===== config.mk =====
export PLATFORM = sky130hd
export DESIGN_NAME = supply_escalation_ctrl
export DESIGN_NICKNAME = d
export VERILOG_FILES = /design/src/rtl/sec_pkg.sv /design/src/rtl/sec_rst_sync.sv /design/src/rtl/sec_timer.sv /design/src/rtl/sec_warn_sticky.sv /design/src/rtl/sec_tier_select.sv /design/src/rtl/supply_escalation_ctrl.sv
export SDC_FILE = /design/constraint.sdc
export NUM_CORES = 1
export LEC_CHECK = 0
export ABC_AREA = 1
export BUFFER_PORTS_ARGS = -buffer_cell sky130_fd_sc_hd__clkbuf_2
export CORE_AREA = 3 3 140 74
export CTS_CLUSTER_DIAMETER = 200
export CTS_CLUSTER_SIZE = 8
export DETAILED_ROUTE_END_ITERATION = 6
export DIE_AREA = 0 0 143 77
export HOLD_SLACK_MARGIN = 0.05
export SLEW_MARGIN = 20
export SYNTH_ARGS = -nofsm -noshare
export SYNTH_HDL_FRONTEND = slang
export SYNTH_SLANG_ARGS = --single-unit

===== constraint.sdc =====
create_clock -name clk -period 4 [get_ports clk]
set_input_delay 0.8 -clock clk [delete_from_list [all_inputs] [get_ports clk]]
set_output_delay 0.8 -clock clk [all_outputs]
set_load 0.005 [all_outputs]

===== src/rtl/sec_pkg.sv =====
package sec_pkg;
  typedef enum logic [2:0] {
    ST_IDLE,
    ST_START,
    ST_SETTLE,
    ST_WIN,
    ST_DECIDE
  } sec_state_e;
endpackage


===== src/rtl/sec_rst_sync.sv =====
module sec_rst_sync (
  input  logic clk,
  input  logic rst_n,
  output logic rst_sync_n
);
  logic [1:0] sync_q;

  always_ff @(posedge clk or negedge rst_n) begin
    if (!rst_n) sync_q <= 2'b00;
    else        sync_q <= {sync_q[0], 1'b1};
  end

  assign rst_sync_n = sync_q[1];
endmodule


===== src/rtl/sec_timer.sv =====
module sec_timer #(
  parameter int W = 8
) (
  input  logic         clk,
  input  logic         rst_n,
  input  logic         load,
  input  logic         dec,
  input  logic [W-1:0] load_val,
  output logic         zero
);
  logic [W-1:0] cnt_q, cnt_d;

  always_comb begin
    cnt_d = cnt_q;
    if (load)                    cnt_d = load_val;
    else if (dec && cnt_q != '0) cnt_d = cnt_q - 1'b1;
  end

  always_ff @(posedge clk or negedge rst_n) begin
    if (!rst_n) cnt_q <= '0;
    else        cnt_q <= cnt_d;
  end

  assign zero = (cnt_q == '0);
endmodule


===== src/rtl/sec_warn_sticky.sv =====
module sec_warn_sticky #(
  parameter int NP = 3
) (
  input  logic          clk,
  input  logic          rst_n,
  input  logic          clr,
  input  logic          cap,
  input  logic [NP-1:0] warn,
  output logic [NP-1:0] flags
);
  logic [NP-1:0] flg_q, flg_d;

  always_comb begin
    flg_d = flg_q;
    if (clr)      flg_d = '0;
    else if (cap) flg_d = flg_q | warn;
  end

  always_ff @(posedge clk or negedge rst_n) begin
    if (!rst_n) flg_q <= '0;
    else        flg_q <= flg_d;
  end

  assign flags = flg_q;
endmodule


===== src/rtl/sec_tier_select.sv =====
module sec_tier_select #(
  parameter int NP       = 3,
  parameter int NB       = 3,
  parameter int BIW      = 2,
  parameter int SW_CAP   = 1,
  parameter int RAISE_AT = 3
) (
  input  logic [NP-1:0]     need,
  input  logic [NP*BIW-1:0] map,
  input  logic [NP-1:0]     mp_member,
  input  logic [NB-1:0]     cur_sw,
  input  logic              cur_mp,
  output logic [NB-1:0]     nxt_sw,
  output logic              nxt_mp,
  output logic              raise
);
  logic [NB-1:0] blk_need;
  int            n_paths;
  int            n_blks;
  int            taken;

  always_comb begin
    blk_need = '0;
    n_paths  = 0;
    for (int p = 0; p < NP; p++) begin
      if (need[p]) begin
        n_paths = n_paths + 1;
        for (int b = 0; b < NB; b++) begin
          if (int'(map[p*BIW +: BIW]) == b) blk_need[b] = 1'b1;
        end
      end
    end
    n_blks = 0;
    taken  = 0;
    nxt_sw = '0;
    for (int b = 0; b < NB; b++) begin
      if (blk_need[b]) begin
        n_blks = n_blks + 1;
        if (taken < SW_CAP) begin
          nxt_sw[b] = 1'b1;
          taken     = taken + 1;
        end
      end
    end
    nxt_mp = (n_blks > SW_CAP) && |(need & mp_member);
    raise  = (n_paths >= RAISE_AT) || ((nxt_sw == cur_sw) && (nxt_mp == cur_mp));
  end
endmodule


===== src/rtl/supply_escalation_ctrl.sv =====
module supply_escalation_ctrl
  import sec_pkg::*;
#(
  parameter int  NUM_PATHS    = 3,
  parameter int  NUM_BLKS     = 3,
  parameter int  SW_CAP       = 1,
  parameter int  CODE_W       = 6,
  parameter int  WIN_W        = 8,
  parameter int  SET_W        = 6,
  parameter int  STEP_MV      = 10,
  parameter int  MAX_DELTA_MV = 150,
  localparam int BIW          = (NUM_BLKS > 1) ? $clog2(NUM_BLKS) : 1,
  localparam int TMR_W        = (WIN_W > SET_W) ? WIN_W : SET_W,
  localparam int OFF_LIMIT    = MAX_DELTA_MV / STEP_MV,
  localparam int RAISE_AT     = (2 * NUM_PATHS) / 3 + 1
) (
  input  logic                    clk,
  input  logic                    rst_n,
  input  logic                    tune_req,
  input  logic [NUM_PATHS-1:0]    path_warn,
  input  logic [NUM_PATHS*BIW-1:0] cfg_path_blk,
  input  logic [NUM_PATHS-1:0]    cfg_mp_member,
  input  logic [WIN_W-1:0]        cfg_win_len,
  input  logic [SET_W-1:0]        cfg_settle_len,
  input  logic [CODE_W-1:0]       cfg_code_init,
  input  logic [CODE_W-1:0]       cfg_code_max,
  input  logic [CODE_W-1:0]       cfg_loc_offset,
  output logic                    tvg_run,
  output logic [NUM_BLKS-1:0]     blk_sw_en,
  output logic                    shr_reg_en,
  output logic                    mp_reg_en,
  output logic [CODE_W-1:0]       vlow_code,
  output logic [CODE_W:0]         vloc_code,
  output logic                    tune_done,
  output logic                    tune_fail,
  output logic                    cfg_reject
);
  logic rst_i_n;

  sec_rst_sync u_rst (.clk(clk), .rst_n(rst_n), .rst_sync_n(rst_i_n));

  sec_state_e               state_q, state_d;
  logic [CODE_W-1:0]        vcode_q, vcode_d;
  logic [NUM_BLKS-1:0]      sw_q, sw_d;
  logic                     mp_q, mp_d, shr_q, shr_d;
  logic [NUM_PATHS-1:0]     acc_q, acc_d;
  logic                     done_q, done_d, fail_q, fail_d, rej_q, rej_d;
  logic [NUM_PATHS*BIW-1:0] map_q, map_d;
  logic [NUM_PATHS-1:0]     mask_q, mask_d;
  logic [WIN_W-1:0]         win_q, win_d;
  logic [SET_W-1:0]         set_q, set_d;
  logic [CODE_W-1:0]        max_q, max_d, off_q, off_d;

  logic                 tmr_load, tmr_dec, tmr_zero;
  logic [TMR_W-1:0]     tmr_val;
  logic                 stk_clr, stk_cap;
  logic [NUM_PATHS-1:0] stk_flags, need;
  logic [NUM_BLKS-1:0]  nxt_sw;
  logic                 nxt_mp, do_raise;
  logic [NUM_PATHS-1:0] map_ok;
  logic                 cfg_ok;

  // block field range check per path
  generate
    for (genvar p = 0; p < NUM_PATHS; p++) begin : g_map_chk
      assign map_ok[p] = (int'(cfg_path_blk[p*BIW +: BIW]) < NUM_BLKS);
    end
  endgenerate

  assign cfg_ok = (&map_ok) && (int'(cfg_loc_offset) <= OFF_LIMIT) &&
                  (cfg_win_len != '0) && (cfg_code_init <= cfg_code_max);

  assign need = acc_q | stk_flags;

  sec_timer #(.W(TMR_W)) u_tmr (
    .clk(clk), .rst_n(rst_i_n), .load(tmr_load), .dec(tmr_dec),
    .load_val(tmr_val), .zero(tmr_zero)
  );

  sec_warn_sticky #(.NP(NUM_PATHS)) u_stk (
    .clk(clk), .rst_n(rst_i_n), .clr(stk_clr), .cap(stk_cap),
    .warn(path_warn), .flags(stk_flags)
  );

  sec_tier_select #(
    .NP(NUM_PATHS), .NB(NUM_BLKS), .BIW(BIW), .SW_CAP(SW_CAP), .RAISE_AT(RAISE_AT)
  ) u_tier (
    .need(need), .map(map_q), .mp_member(mask_q), .cur_sw(sw_q), .cur_mp(mp_q),
    .nxt_sw(nxt_sw), .nxt_mp(nxt_mp), .raise(do_raise)
  );

  always_comb begin
    state_d  = state_q;
    vcode_d  = vcode_q;
    sw_d     = sw_q;
    mp_d     = mp_q;
    shr_d    = shr_q;
    acc_d    = acc_q;
    done_d   = done_q;
    fail_d   = fail_q;
    rej_d    = rej_q;
    map_d    = map_q;
    mask_d   = mask_q;
    win_d    = win_q;
    set_d    = set_q;
    max_d    = max_q;
    off_d    = off_q;
    tmr_load = 1'b0;
    tmr_dec  = 1'b0;
    tmr_val  = '0;
    stk_clr  = 1'b0;
    stk_cap  = 1'b0;
    unique case (state_q)
      ST_IDLE: begin
        if (tune_req) begin
          state_d = ST_START;
          done_d  = 1'b0;
          fail_d  = 1'b0;
          rej_d   = 1'b0;
        end
      end
      ST_START: begin
        sw_d  = '0;
        mp_d  = 1'b0;
        shr_d = 1'b0;
        acc_d = '0;
        if (cfg_ok) begin
          map_d    = cfg_path_blk;
          mask_d   = cfg_mp_member;
          win_d    = cfg_win_len;
          set_d    = cfg_settle_len;
          max_d    = cfg_code_max;
          off_d    = cfg_loc_offset;
          vcode_d  = cfg_code_init;
          tmr_load = 1'b1;
          tmr_val  = TMR_W'(cfg_settle_len);
          state_d  = ST_SETTLE;
        end else begin
          rej_d   = 1'b1;
          done_d  = 1'b1;
          state_d = ST_IDLE;
        end
      end
      ST_SETTLE: begin
        if (tmr_zero) begin
          tmr_load = 1'b1;
          tmr_val  = TMR_W'(win_q) - TMR_W'(1);
          stk_clr  = 1'b1;
          state_d  = ST_WIN;
        end else begin
          tmr_dec = 1'b1;
        end
      end
      ST_WIN: begin
        stk_cap = 1'b1;
        if (tmr_zero) state_d = ST_DECIDE;
        else          tmr_dec = 1'b1;
      end
      ST_DECIDE: begin
        if (stk_flags == '0) begin
          done_d  = 1'b1;
          state_d = ST_IDLE;
        end else if (do_raise) begin
          if (vcode_q == max_q) begin
            fail_d  = 1'b1;
            done_d  = 1'b1;
            state_d = ST_IDLE;
          end else begin
            vcode_d  = vcode_q + 1'b1;
            sw_d     = '0;
            mp_d     = 1'b0;
            shr_d    = 1'b0;
            acc_d    = '0;
            tmr_load = 1'b1;
            tmr_val  = TMR_W'(set_q);
            state_d  = ST_SETTLE;
          end
        end else begin
          sw_d     = nxt_sw;
          mp_d     = nxt_mp;
          shr_d    = 1'b1;
          acc_d    = need;
          tmr_load = 1'b1;
          tmr_val  = TMR_W'(set_q);
          state_d  = ST_SETTLE;
        end
      end
      default: state_d = ST_IDLE;
    endcase
  end

  always_ff @(posedge clk or negedge rst_i_n) begin
    if (!rst_i_n) begin
      state_q <= ST_START;
      vcode_q <= '0;
      sw_q    <= '0;
      mp_q    <= 1'b0;
      shr_q   <= 1'b0;
      acc_q   <= '0;
      done_q  <= 1'b0;
      fail_q  <= 1'b0;
      rej_q   <= 1'b0;
      map_q   <= '0;
      mask_q  <= '0;
      win_q   <= '0;
      set_q   <= '0;
      max_q   <= '0;
      off_q   <= '0;
    end else begin
      state_q <= state_d;
      vcode_q <= vcode_d;
      sw_q    <= sw_d;
      mp_q    <= mp_d;
      shr_q   <= shr_d;
      acc_q   <= acc_d;
      done_q  <= done_d;
      fail_q  <= fail_d;
      rej_q   <= rej_d;
      map_q   <= map_d;
      mask_q  <= mask_d;
      win_q   <= win_d;
      set_q   <= set_d;
      max_q   <= max_d;
      off_q   <= off_d;
    end
  end

  assign tvg_run    = (state_q == ST_WIN);
  assign blk_sw_en  = sw_q;
  assign shr_reg_en = shr_q;
  assign mp_reg_en  = mp_q;
  assign vlow_code  = vcode_q;
  assign vloc_code  = {1'b0, vcode_q} + {1'b0, off_q};
  assign tune_done  = done_q;
  assign tune_fail  = fail_q;
  assign cfg_reject = rej_q;
endmodule


==> summary.log, run 1 <==
qor: outcome.run_status finished, final reports clean
qor: finish.core_occupancy_in_the_finished_layout 52.2%
qor: placed_design.place_congestion 0.860
qor: pwr.clock_power_share 49.4%
qor: worst_setup_path.reg2regPathDepth 19
qor: floorplanning.design.die.area 11000 um2
qor: worst_setup_path.required 3200 ps
qor: worst_setup_path.crit_chain ha_1, nand2_1, nor2_1, a211oi_1, nor2_1, o21ai_0, nand2_1, xor2_1, clkbuf_2
qor: worst_setup_path.worst_setup_path_start_kind flop
qor: logic_synthesis.ys.warnings.count 0
qor: logic_synthesis.syn_area 4100 um2
qor: run.max_cap_viol_count 0
qor: cts.tritoncts yes
qor: pwr.net_switching 0.000328 W
qor: floorplanning.die_h 77 um
qor: finish.syn_to_final_growth 18.2%
qor: cts.clk_transition_reported_paths 50 ps
qor: logic_synthesis.yosysSeqAreaShare 41.5%
qor: grt.grt_pass1_vias 3425
qor: cts.total_cts_buffers 9
qor: worst_setup_path.crit_fanout 7
qor: worst_setup_path.worstReg2RegStart acc_q[0]
qor: worst_hold_path.holdCritPathClass in -> async
qor: pwr.cellLeakagePower 2.71 nW
qor: routing.firstDrtPassIters 5
qor: worst_setup_path.slowest_delay 490 ps
qor: pwr.power.sequential.fraction 46.7%
qor: logic_synthesis.post_synth.cell_area_avg 7.72 um2
qor: finish.drive_gt1_share 19.6%
qor: pwr.vdd_drop_max 199 uV
qor: timing.final.hold.worst_slack 245 ps
qor: worst_setup_path.crit_type reg -> out
qor: finish.fillerInstances 922
qor: placed_design.numPortBuffers 68
qor: pwr.internal_power_consumption 0.00117 W
qor: floorplanning.floorplan_row_count 25
qor: routing.antenna_violating_nets_post_route 0
qor: finish.fin_cells 728
qor: routing.drt_iter0_drc 210
qor: pwr.comb_power_share 3.9%
qor: floorplanning.core_area 9290 um2
qor: routing.drt-wirelength-per-cell 13.8 um
qor: finish.final_cell_mix nand2_1 (155), inv_1 (70), clkbuf_2 (68)
qor: cts.cts_setup_buffers 0
qor: logic_synthesis.synthesis.instances 531
qor: logic_synthesis.count_of_distinct_cell_types_in_the_synthesized_netlist 42
qor: routing.drc 0
qor: timing.clock.fmax 0.327 GHz
qor: worst_setup_path.ff2ff_setup_slack 1210 ps
qor: worst_setup_path.timing.critical_path.to_type output pin
qor: pwr.power_switching_share 21.9%
qor: timing.tns 0 ps
qor: grt.grt_use_total 19.4%
qor: pwr.power.total 0.00150 W
qor: timing.final.min_clock_period 3060 ps
qor: grt.grt_pass1_wl 16.8 mm
qor: grt.grt_max_degree 40
qor: placed_design.dp_hpwl 7.60 mm
qor: cts.h_tree_levels 3
qor: floorplanning.pin_count 69
qor: cts.clk_path_buf_depth 2
qor: cts.clock_sinks 68
qor: grt.antenna_found_initial 0
qor: pwr.power.density_cell_area 309 nW/um2
qor: cts.cts.repair.resized 0
qor: logic_synthesis.synth.ff_latch_count 68
qor: placed_design.dp.cells 712
qor: worst_setup_path.cp_data_arrival_time 2260 ps
qor: routing.vias 3531
qor: cts.clock_latency 340 ps
qor: routing.drt_wl_total 10.0 mm
qor: finish.final_common_cell nand2_1
qor: timing.worst_slew_margin_rel 52.5%
qor: timing.rsz0062_at_grt false
qor: timing.finalSetupViolations 0
qor: worst_setup_path.crit_slowest_cell dfrtp_1
qor: routing.via_density_per_instance 4.85
qor: timing.final_min_period_over_clock_period 76.5%
qor: timing.timing.final.max_slew_violations 0
qor: worst_setup_path.critPathTopFamily flip-flops
qor: grt.global_route.overflow_total 0
qor: worst_setup_path.worst-path-buf-inv 1
qor: timing.worstMarginPinSlew 712 ps
qor: timing.final_hold_viol_count 0
qor: worst_setup_path.crit-reg2reg-capture vlow_code[4]
qor: floorplanning.dieWidth 143 um
qor: cts.cts-root-buf clkbuf_16
qor: cts.cts_hold_buffers 0
qor: logic_synthesis.postSynthNetCount 599
qor: finish.diodes 0
qor: finish.fin_nets 670
qor: timing.finClkSkew 5.16 ps
qor: floorplanning.floorplan.initialDensity 44.1%
## how the worst max path moves through the flow
stage	startpoint	endpoint	slack, ps	cells after the start
2_1_floorplan	vlow_code[2]	vloc_code[5]	1620	8
3_3_place_gp	cfg_code_max[1]	u_tmr.cnt_q[1]	1160	17
3_5_place_dp	cfg_code_max[1]	u_tmr.cnt_q[1]	970	17
4_1_cts	vlow_code[2]	vloc_code[5]	920	9
5_1_grt	vlow_code[2]	vloc_code[5]	810	9
6_report	vlow_code[2]	vloc_code[5]	940	9
## through the flow
step           worst slack [ps]  instance area (um2)
6_report                    942                 4850
4_1_cts                     923                 4850
3_3_place_gp               1160                 4570
5_1_grt                     807                 4850
2_1_floorplan              1620                 4100
3_5_place_dp                971                 4570
## logic make-up (layout without fill, tap and decap cells)
family                   count (synthesis)  count (layout)  share of synthesized area, %
flip-flops                              68              68                          41.5
other                                    1               1                        0.0914
AO/OA/AOI/OAI                           76              76                          10.8
XOR/XNOR                                19              19                          4.06
AND/OR/NAND/NOR                        257             257                          28.4
buffers and inverters                   89             165                          8.54
adder cells (fa/ha/maj)                 21              21                          6.59
## power by group through the flow
stage	clock network (W)	logic (W)	registers, W
after detailed placement	0	0.0000597	0.000711
after global routing	0.000792	0.0000682	0.000700
after CTS	0.000756	0.0000600	0.000699
final	0.000739	0.0000587	0.000698
after floorplan	0	0.0000176	0.000713
after global placement	0	0.0000593	0.000711
## registers in the layout (all words and copies together) (netlist names)
| name | count |
|---|---|
| cfg_reject | 1 |
| set_q | 6 |
| vlow_code | 6 |
| max_q | 6 |
| u_stk.flags | 3 |
| u_tmr.cnt_q | 8 |
| tune_fail | 1 |
| map_q | 6 |
| mp_reg_en | 1 |
| u_rst.sync_q | 2 |
| acc_q | 3 |
| tune_done | 1 |
| blk_sw_en | 3 |
| state_q | 3 |
| off_q | 6 |
| shr_reg_en | 1 |
| win_q | 8 |
| mask_q | 3 |
## layout make-up
cell class	instances	area [um2]	area share, %
Sequential cell	68	1700	35.2
Inverter	78	293	6.04
Tap cell	121	151	3.12
Multi-Input combinational cell	374	2050	42.3
Clock inverter	2	10.0	0.207
Clock buffer	14	264	5.45
Timing Repair Buffer	71	375	7.75
## layer usage
| layer | track usage (%) | vias to the layer above | wire [um] |
|---|---|---|---|
| li1 | - | 1843 | - |
| met1 | 27.6 | 1602 | 5130 |
| met2 | 28.9 | 71 | 4360 |
| met5 | 0 | - | 0 |
| met3 | 5.79 | 15 | 450 |
| met4 | 4.74 | 0 | 103 |
## Yosys cell counts (all sizes together)
library cell	n	area (um2)
nand2	165	664
inv	78	293
dfrtp	67	1680
o21ai	43	230
nor2	38	161
nand3	30	183
ha	20	250
a21oi	13	65.1
nor3	10	65.1
xnor2	10	87.6
o211ai	9	72.6
xor2	9	78.8
nand4	7	43.8
buf	6	38.8
clkbuf	5	18.8
a31oi	3	18.8
o22ai	3	18.8
nor3b	2	15.0
nor4	2	12.5
or2	2	12.5
a211oi	1	7.51
a22oi	1	7.51
conb	1	3.75
dfstp	1	26.3
fa	1	20.0
o2111ai	1	8.76
o21bai	1	7.51
o31ai	1	7.51
or3	1	6.26
No activity file was read; power rests on OpenSTA's default activity.
==> inputs of run 2 (changes only) <==
--- a/config.mk
+++ b/config.mk
@@ -13,6 +13,7 @@
 export DETAILED_ROUTE_END_ITERATION = 6
 export DIE_AREA = 0 0 143 77
 export HOLD_SLACK_MARGIN = 0.05
+export PLACE_DENSITY = 0.67
 export SLEW_MARGIN = 20
 export SYNTH_ARGS = -nofsm -noshare
 export SYNTH_HDL_FRONTEND = slang
==> constraint.sdc (replaced) <==
create_clock -name clk -period 2.75 [get_ports clk]
set_input_delay 0.55 -clock clk [delete_from_list [all_inputs] [get_ports clk]]
set_output_delay 0.55 -clock clk [all_outputs]
set_load 0.005 [all_outputs]
==> summary.log, run 2 (synthesized netlist as in run 1, its figures left out) <==
qor: routing.antenna_violating_nets_post_route 0 [unchanged]
qor: placed_design.dp.cells 719 [+0.98%]
qor: timing.finClkSkew 6.11 ps [+0.944 ps]
qor: floorplanning.core_area 9290 um2 [unchanged]
qor: cts.tritoncts yes
qor: floorplanning.pin_count 69 [unchanged]
qor: timing.timing.final.max_slew_violations 0 [unchanged]
qor: cts.cts-root-buf clkbuf_16
qor: routing.drt_wl_total 9.41 mm [-6.3%]
qor: timing.final.hold.worst_slack 127 ps [-118 ps]
qor: cts.clock_sinks 68 [unchanged]
qor: routing.drc 0 [unchanged]
qor: cts.total_cts_buffers 9 [unchanged]
qor: routing.firstDrtPassIters 5 [unchanged]
qor: finish.reg_top3 u_tmr.cnt_q (8), win_q (8)
qor: finish.ff_latch_area 1700 um2 [unchanged]
qor: timing.worst_slew_margin_rel 52.9% [+0.39 points]
qor: routing.vias 3596 [+1.8%]
qor: finish.layout.cell_area.non_filler 5100 um2 [+5.2%]
qor: grt.grt_pass1_wl 16.1 mm [-4.5%]
qor: floorplanning.dieWidth 143 um [unchanged]
qor: finish.fin_cells 740 [+1.6%]
qor: pwr.power.density_cell_area 483 nW/um2 [+56%]
qor: run.max_cap_viol_count 0 [unchanged]
qor: placed_design.dp_hpwl 7.16 mm [-5.8%]
qor: outcome.run_status finished, final reports clean
qor: finish.fillerInstances 860 [-6.7%]
qor: worst_setup_path.timing.critical_path.to_type output pin
qor: grt.grt_max_degree 57 [+43%]
qor: timing.finalSetupViolations 0 [unchanged]
qor: worst_setup_path.crit_type reg -> out
qor: pwr.power.total 0.00246 W [+65%]
qor: timing.worstMarginPinSlew 707 ps [-5.85 ps]
qor: placed_design.detailed_place.area 4610 um2 [+0.88%]
qor: pwr.vdd_drop_max 339 uV [+70%]
qor: timing.tns 0 ps [unchanged]
qor: grt.grt_pass1_vias 3355 [-2.0%]
qor: floorplanning.floorplan_row_count 25 [unchanged]
qor: timing.final_hold_viol_count 0 [unchanged]
qor: worst_hold_path.holdCritPathClass reg -> async
qor: cts.clk_path_buf_depth 2 [unchanged]
qor: finish.syn_to_final_growth 24.3%
qor: grt.antenna_found_initial 0 [unchanged]
qor: cts.clk_transition_reported_paths 60 ps [about the same]
qor: routing.drt-wirelength-per-cell 12.7 um [-7.8%]
qor: floorplanning.floorplan.initialDensity 44.1% [unchanged]
qor: placed_design.place_congestion 0.885 [+2.9%]
qor: floorplanning.design.die.area 11000 um2 [unchanged]
qor: placed_design.numPortBuffers 68 [unchanged]
qor: worst_setup_path.ff2ff_setup_slack 210 ps [-1000 ps]
qor: finish.fin_nets 682 [+1.8%]
qor: worst_setup_path.cp_data_arrival_time 2080 ps [-180 ps]
qor: grt.global_route.overflow_total 0 [unchanged]
qor: timing.clock.fmax 0.381 GHz
qor: cts.clock_latency 330 ps [about the same]
qor: timing.final.min_clock_period 2630 ps
qor: worst_setup_path.setup.worst_path.start vlow_code[0]
qor: routing.drt_iter0_drc 177 [-16%]
qor: floorplanning.die_h 77 um [unchanged]
qor: worst_setup_path.required 2200 ps [-1000 ps]
qor: grt.grt_use_total 18.2% [-1.2 points]
qor: worst_setup_path.worst_setup_path_start_kind flop
qor: cts.h_tree_levels 3 [unchanged]
qor: pwr.cellLeakagePower 2.79 nW [+2.9%]
qor: finish.drive_gt1_share 23.1% [+3.5 points]
qor: worst_setup_path.crit_fanout 2 [-5]
qor: finish.multi_input_comb_area 2130 um2 [+3.8%]
qor: finish.final_cell_mix nand2_1 (154), inv_1 (68), clkbuf_2 (68)
qor: timing.final_min_period_over_clock_period 95.6%
qor: finish.final_common_cell nand2_1
qor: routing.via_density_per_instance 4.86 [+0.19%]
qor: worst_setup_path.worstReg2RegStart u_stk.flags[0]
qor: finish.diodes 0 [unchanged]
==> run 2: changes by cell type in the layout (fill, tap and decap cells not counted), sizes merged, moves of 2 or more <==
cell	delta
buf	+11
bufinv	+3
clkinv	-2
clkbuf	-3
==> run 2: per-layer routing <==
layer	GRT usage, %	part of all wire (%)
met5	0	0
met4	3.13	0.69
met3	5.86	4.7
met2	26.8	44
met1	26.5	51
==> run 2: critical path, cell delays in order, from the launching register on <==
cell	delay, ps
dfrtp_1	390
ha_1	150
inv_1	50
fa_1	410
o21ai_0	350
a21oi_1	120
o21bai_1	140
clkbuf_2	130
==> run 2: repair_timing <==
item                                   CTS  global route
setup endpoints to repair                0            25
endpoints found under the hold margin    2             0
hold buffers                             1             0
setup buffers                            0             4
gates resized for setup                  0            18
==> run 2: metrics by stage <==
step                util [%]  setup slack (ps)
detailed placement      49.6               160
CTS                     53.6              62.3
finish                  54.9               122
global placement        49.6               238
global route            54.9             -15.9
floorplan                  -               433
==> run 2: path summary, 6_finish.rpt <==
kind,endpoint,cells past startpoint
worst max-delay path,vloc_code[6],7
worst min-delay path,max_q[5],0
worst max register to register,vlow_code[3],20
worst min register to register,max_q[5],0
max in group asynchronous,u_tmr.cnt_q[6],1
min in group clk,u_rst.sync_q[1],0
==> run 2: layout make-up <==
class	count	share of cell area [%]
repair buffers	83	9.01
flip-flops and latches	68	33.4
well taps	121	2.97
multi-input cells	374	41.7
clock buffers	11	4.96
clock inverters	5	2.09
inverters	78	5.79
==> run 2: power by group <==
part	total (W)	switching [W]	internal, W	leakage, nW
sequential	0.00101	0.00000435	0.00100	0.789
clock	0.00137	0.000427	0.000938	0.172
combinational	0.0000885	0.0000500	0.0000384	1.83
==> inputs of run 3 (changes only) <==
--- a/config.mk
+++ b/config.mk
@@ -7,14 +7,14 @@
 export LEC_CHECK = 0
 export ABC_AREA = 1
 export BUFFER_PORTS_ARGS = -buffer_cell sky130_fd_sc_hd__clkbuf_2
-export CORE_AREA = 3 3 140 74
+export CORE_AREA = 3 3 131 70
 export CTS_CLUSTER_DIAMETER = 200
 export CTS_CLUSTER_SIZE = 8
 export DETAILED_ROUTE_END_ITERATION = 6
-export DIE_AREA = 0 0 143 77
+export DIE_AREA = 0 0 134 73
 export HOLD_SLACK_MARGIN = 0.05
-export PLACE_DENSITY = 0.67
-export SLEW_MARGIN = 20
+export PLACE_DENSITY = 0.75
+export SLEW_MARGIN = 25
 export SYNTH_ARGS = -nofsm -noshare
 export SYNTH_HDL_FRONTEND = slang
 export SYNTH_SLANG_ARGS = --single-unit
==> summary.log, run 3 (synthesized netlist as in run 1, its figures left out) <==
qor: timing.final_min_period_over_clock_period 98.2% [+2.7 points]
qor: timing.final.hold.worst_slack 310 ps [+184 ps]
qor: floorplanning.floorplan.initialDensity 51.5% [+7.3 points]
qor: grt.grt_met2_use 35.2% [+8.4 points]
qor: pwr.net_switching 0.000476 W [-1.2%]
qor: grt.grt_pass1_vias 3567 [+6.3%]
qor: floorplanning.dieWidth 134 um [-6.3%]
qor: cts.clock_latency 340 ps [about the same]
qor: placed_design.dp_hpwl 7.40 mm [+3.2%]
qor: finish.syn_to_final_growth 21.9%
qor: grt.grt_max_degree 46 [-19%]
qor: worst_setup_path.ff2ff_setup_slack 50 ps [-160 ps]
qor: routing.firstDrtPassIters 5 [unchanged]
qor: pwr.power.density_cell_area 431 nW/um2 [-11%]
qor: worst_hold_path.holdCritPathClass reg -> async
qor: pwr.comb_power_share 4.2% [+0.6 points]
qor: finish.final_common_cell nand2_1
qor: routing.drc 0 [unchanged]
qor: finish.drive_gt1_share 22.2% [-0.88 points]
qor: routing.drt-wirelength-per-cell 13.7 um [+8.0%]
qor: routing.drt_iter0_drc 227 [+28%]
qor: floorplanning.design.die.area 9780 um2 [-11%]
qor: worst_setup_path.worst_setup_path_start_kind flop
qor: pwr.power.sequential.fraction 47.1% [+6.1 points]
qor: grt.global_route.peak_usage_layer met2
qor: worst_setup_path.required 3030 ps [+830 ps]
qor: pwr.power_switching_share 22.1% [+2.5 points]
qor: finish.diodes 0 [unchanged]
qor: worst_setup_path.crit_fanout 7 [+5]
qor: worst_setup_path.setup.worst_path.start u_stk.flags[0]
qor: timing.timing.final.max_slew_violations 0 [unchanged]
qor: worst_setup_path.worstReg2RegStart u_stk.flags[0]
qor: finish.fin_nets 684 [+0.29%]
qor: timing.finClkSkew 4.65 ps [-1.45 ps]
qor: worst_setup_path.reg2regPathDepth 19 [-5.0%]
qor: pwr.internal_power_consumption 0.00168 W [-15%]
qor: pwr.cellLeakagePower 2.76 nW [-0.94%]
qor: routing.vias 3677 [+2.3%]
qor: timing.tns 0 ps [unchanged]
qor: outcome.run_status finished, final reports clean
qor: worst_setup_path.timing.critical_path.to_type flop
qor: floorplanning.pin_count 69 [unchanged]
qor: floorplanning.floorplan_row_count 23 [-8.0%]
qor: grt.grtUsageMet3 4.96% [-0.90 points]
qor: grt.grt_pass1_wl 16.9 mm [+5.4%]
qor: placed_design.place_congestion 0.866 [-2.1%]
qor: cts.clock_sinks 68 [unchanged]
qor: grt.global_route.overflow_total 0 [unchanged]
qor: timing.final.min_clock_period 2700 ps [+73.5 ps]
qor: floorplanning.core_area 7970 um2 [-14%]
qor: grt.antenna_found_initial 0 [unchanged]
qor: timing.worst_slew_margin_rel 55.0% [+2.1 points]
qor: pwr.clock_power_share 48.7% [-6.7 points]
qor: timing.final_hold_viol_count 0 [unchanged]
qor: placed_design.numPortBuffers 68 [unchanged]
qor: routing.via_density_per_instance 5.02 [+3.2%]
qor: worst_setup_path.crit_type reg -> reg
qor: pwr.power.total 0.00216 W [-12%]
qor: grt.use_met1 30.6% [+4.1 points]
qor: pwr.vdd_drop_max 283 uV [-16%]
qor: cts.tritoncts yes
qor: finish.layout.cell_area.non_filler 5000 um2 [-1.9%]
qor: finish.final_cell_mix nand2_1 (155), inv_1 (68), clkbuf_2 (68)
qor: cts.cts-root-buf clkbuf_16
qor: cts.clk_path_buf_depth 2 [unchanged]
qor: grt.grt_use_total 22.3% [+4.1 points]
qor: run.max_cap_viol_count 0 [unchanged]
qor: cts.clk_transition_reported_paths 50 ps [about the same]
qor: floorplanning.die_h 73 um [-5.2%]
qor: routing.drt_wl_total 10.1 mm [+6.9%]
qor: routing.antenna_violating_nets_post_route 0 [unchanged]
qor: cts.total_cts_buffers 9 [unchanged]
qor: timing.worstMarginPinSlew 674 ps [-32.2 ps]
qor: timing.clock.fmax 0.370 GHz [-2.7%]
qor: worst_setup_path.cp_data_arrival_time 2980 ps [+900 ps]
qor: timing.rsz0062_at_grt true
qor: cts.h_tree_levels 3 [unchanged]
qor: placed_design.detailed_place.area 4620 um2 [+0.14%]
qor: timing.finalSetupViolations 0 [unchanged]
qor: finish.reg_top3 u_tmr.cnt_q (8), win_q (8)
-- run 3: final cells by class --
type / count / area, um2
Clock buffer: 14 / 254
Clock inverter: 2 / 10.0
Tap cell: 112 / 140
Timing Repair Buffer: 85 / 499
Fill cell: 725 / 2970
Sequential cell: 68 / 1700
Inverter: 78 / 295
Multi-Input combinational cell: 374 / 2100
-- run 3: what timing repair did --
item	4_1_cts	5_1_grt
setup endpoints to repair	0	23
hold buffers	1	0
gates resized for setup	0	14
endpoints found under the hold margin	2	0
setup buffers	0	7
-- run 3: worst paths after layout --
check,endpoint
worst max-delay path,vlow_code[3]
worst min-delay path,off_q[5]
worst max register to register,vlow_code[3]
worst min register to register,off_q[5]
max in group asynchronous,max_q[3]
min in group clk,u_rst.sync_q[1]
-- run 3: power groups by stage --
stage / Sequential (W) / Combinational (W) / Clock (W)
after floorplan: 0.00104 / 0.0000255 / 0
after global placement: 0.00103 / 0.0000857 / 0
after detailed placement: 0.00103 / 0.0000885 / 0
after CTS: 0.00102 / 0.0000904 / 0.00108
after global routing: 0.00102 / 0.000103 / 0.00112
final: 0.00102 / 0.0000897 / 0.00105
-- run 3: metal layers --
metal  share of wire (%)  wire length (um)
met5                   0                 0
met4                 1.3               133
met3                 4.8               484
met2                  46              4620
met1                  48              4830
-- run 3: worst max-delay path, stage by stage (launching register included) --
cell	delay, ps
dfrtp_1	380
inv_2	80
nand2_4	70
inv_2	70
nor3_2	40
a31oi_1	140
inv_1	70
a31oi_2	170
inv_1	80
ha_2	180
xnor2_1	160
nand3_1	120
nor2_1	120
nand3_1	90
nand2_2	130
inv_4	70
o21ai_4	310
buf_4	180
o211ai_1	90
nand2_1	80
-- run 3: through the flow --
stage,worst slack [ps],instances,utilization [%]
2_1_floorplan,433,531,-
3_3_place_gp,229,709,57.9
3_5_place_dp,114,709,57.9
4_1_cts,48.7,726,61.4
5_1_grt,-108,733,62.7
6_report,48.8,733,62.7
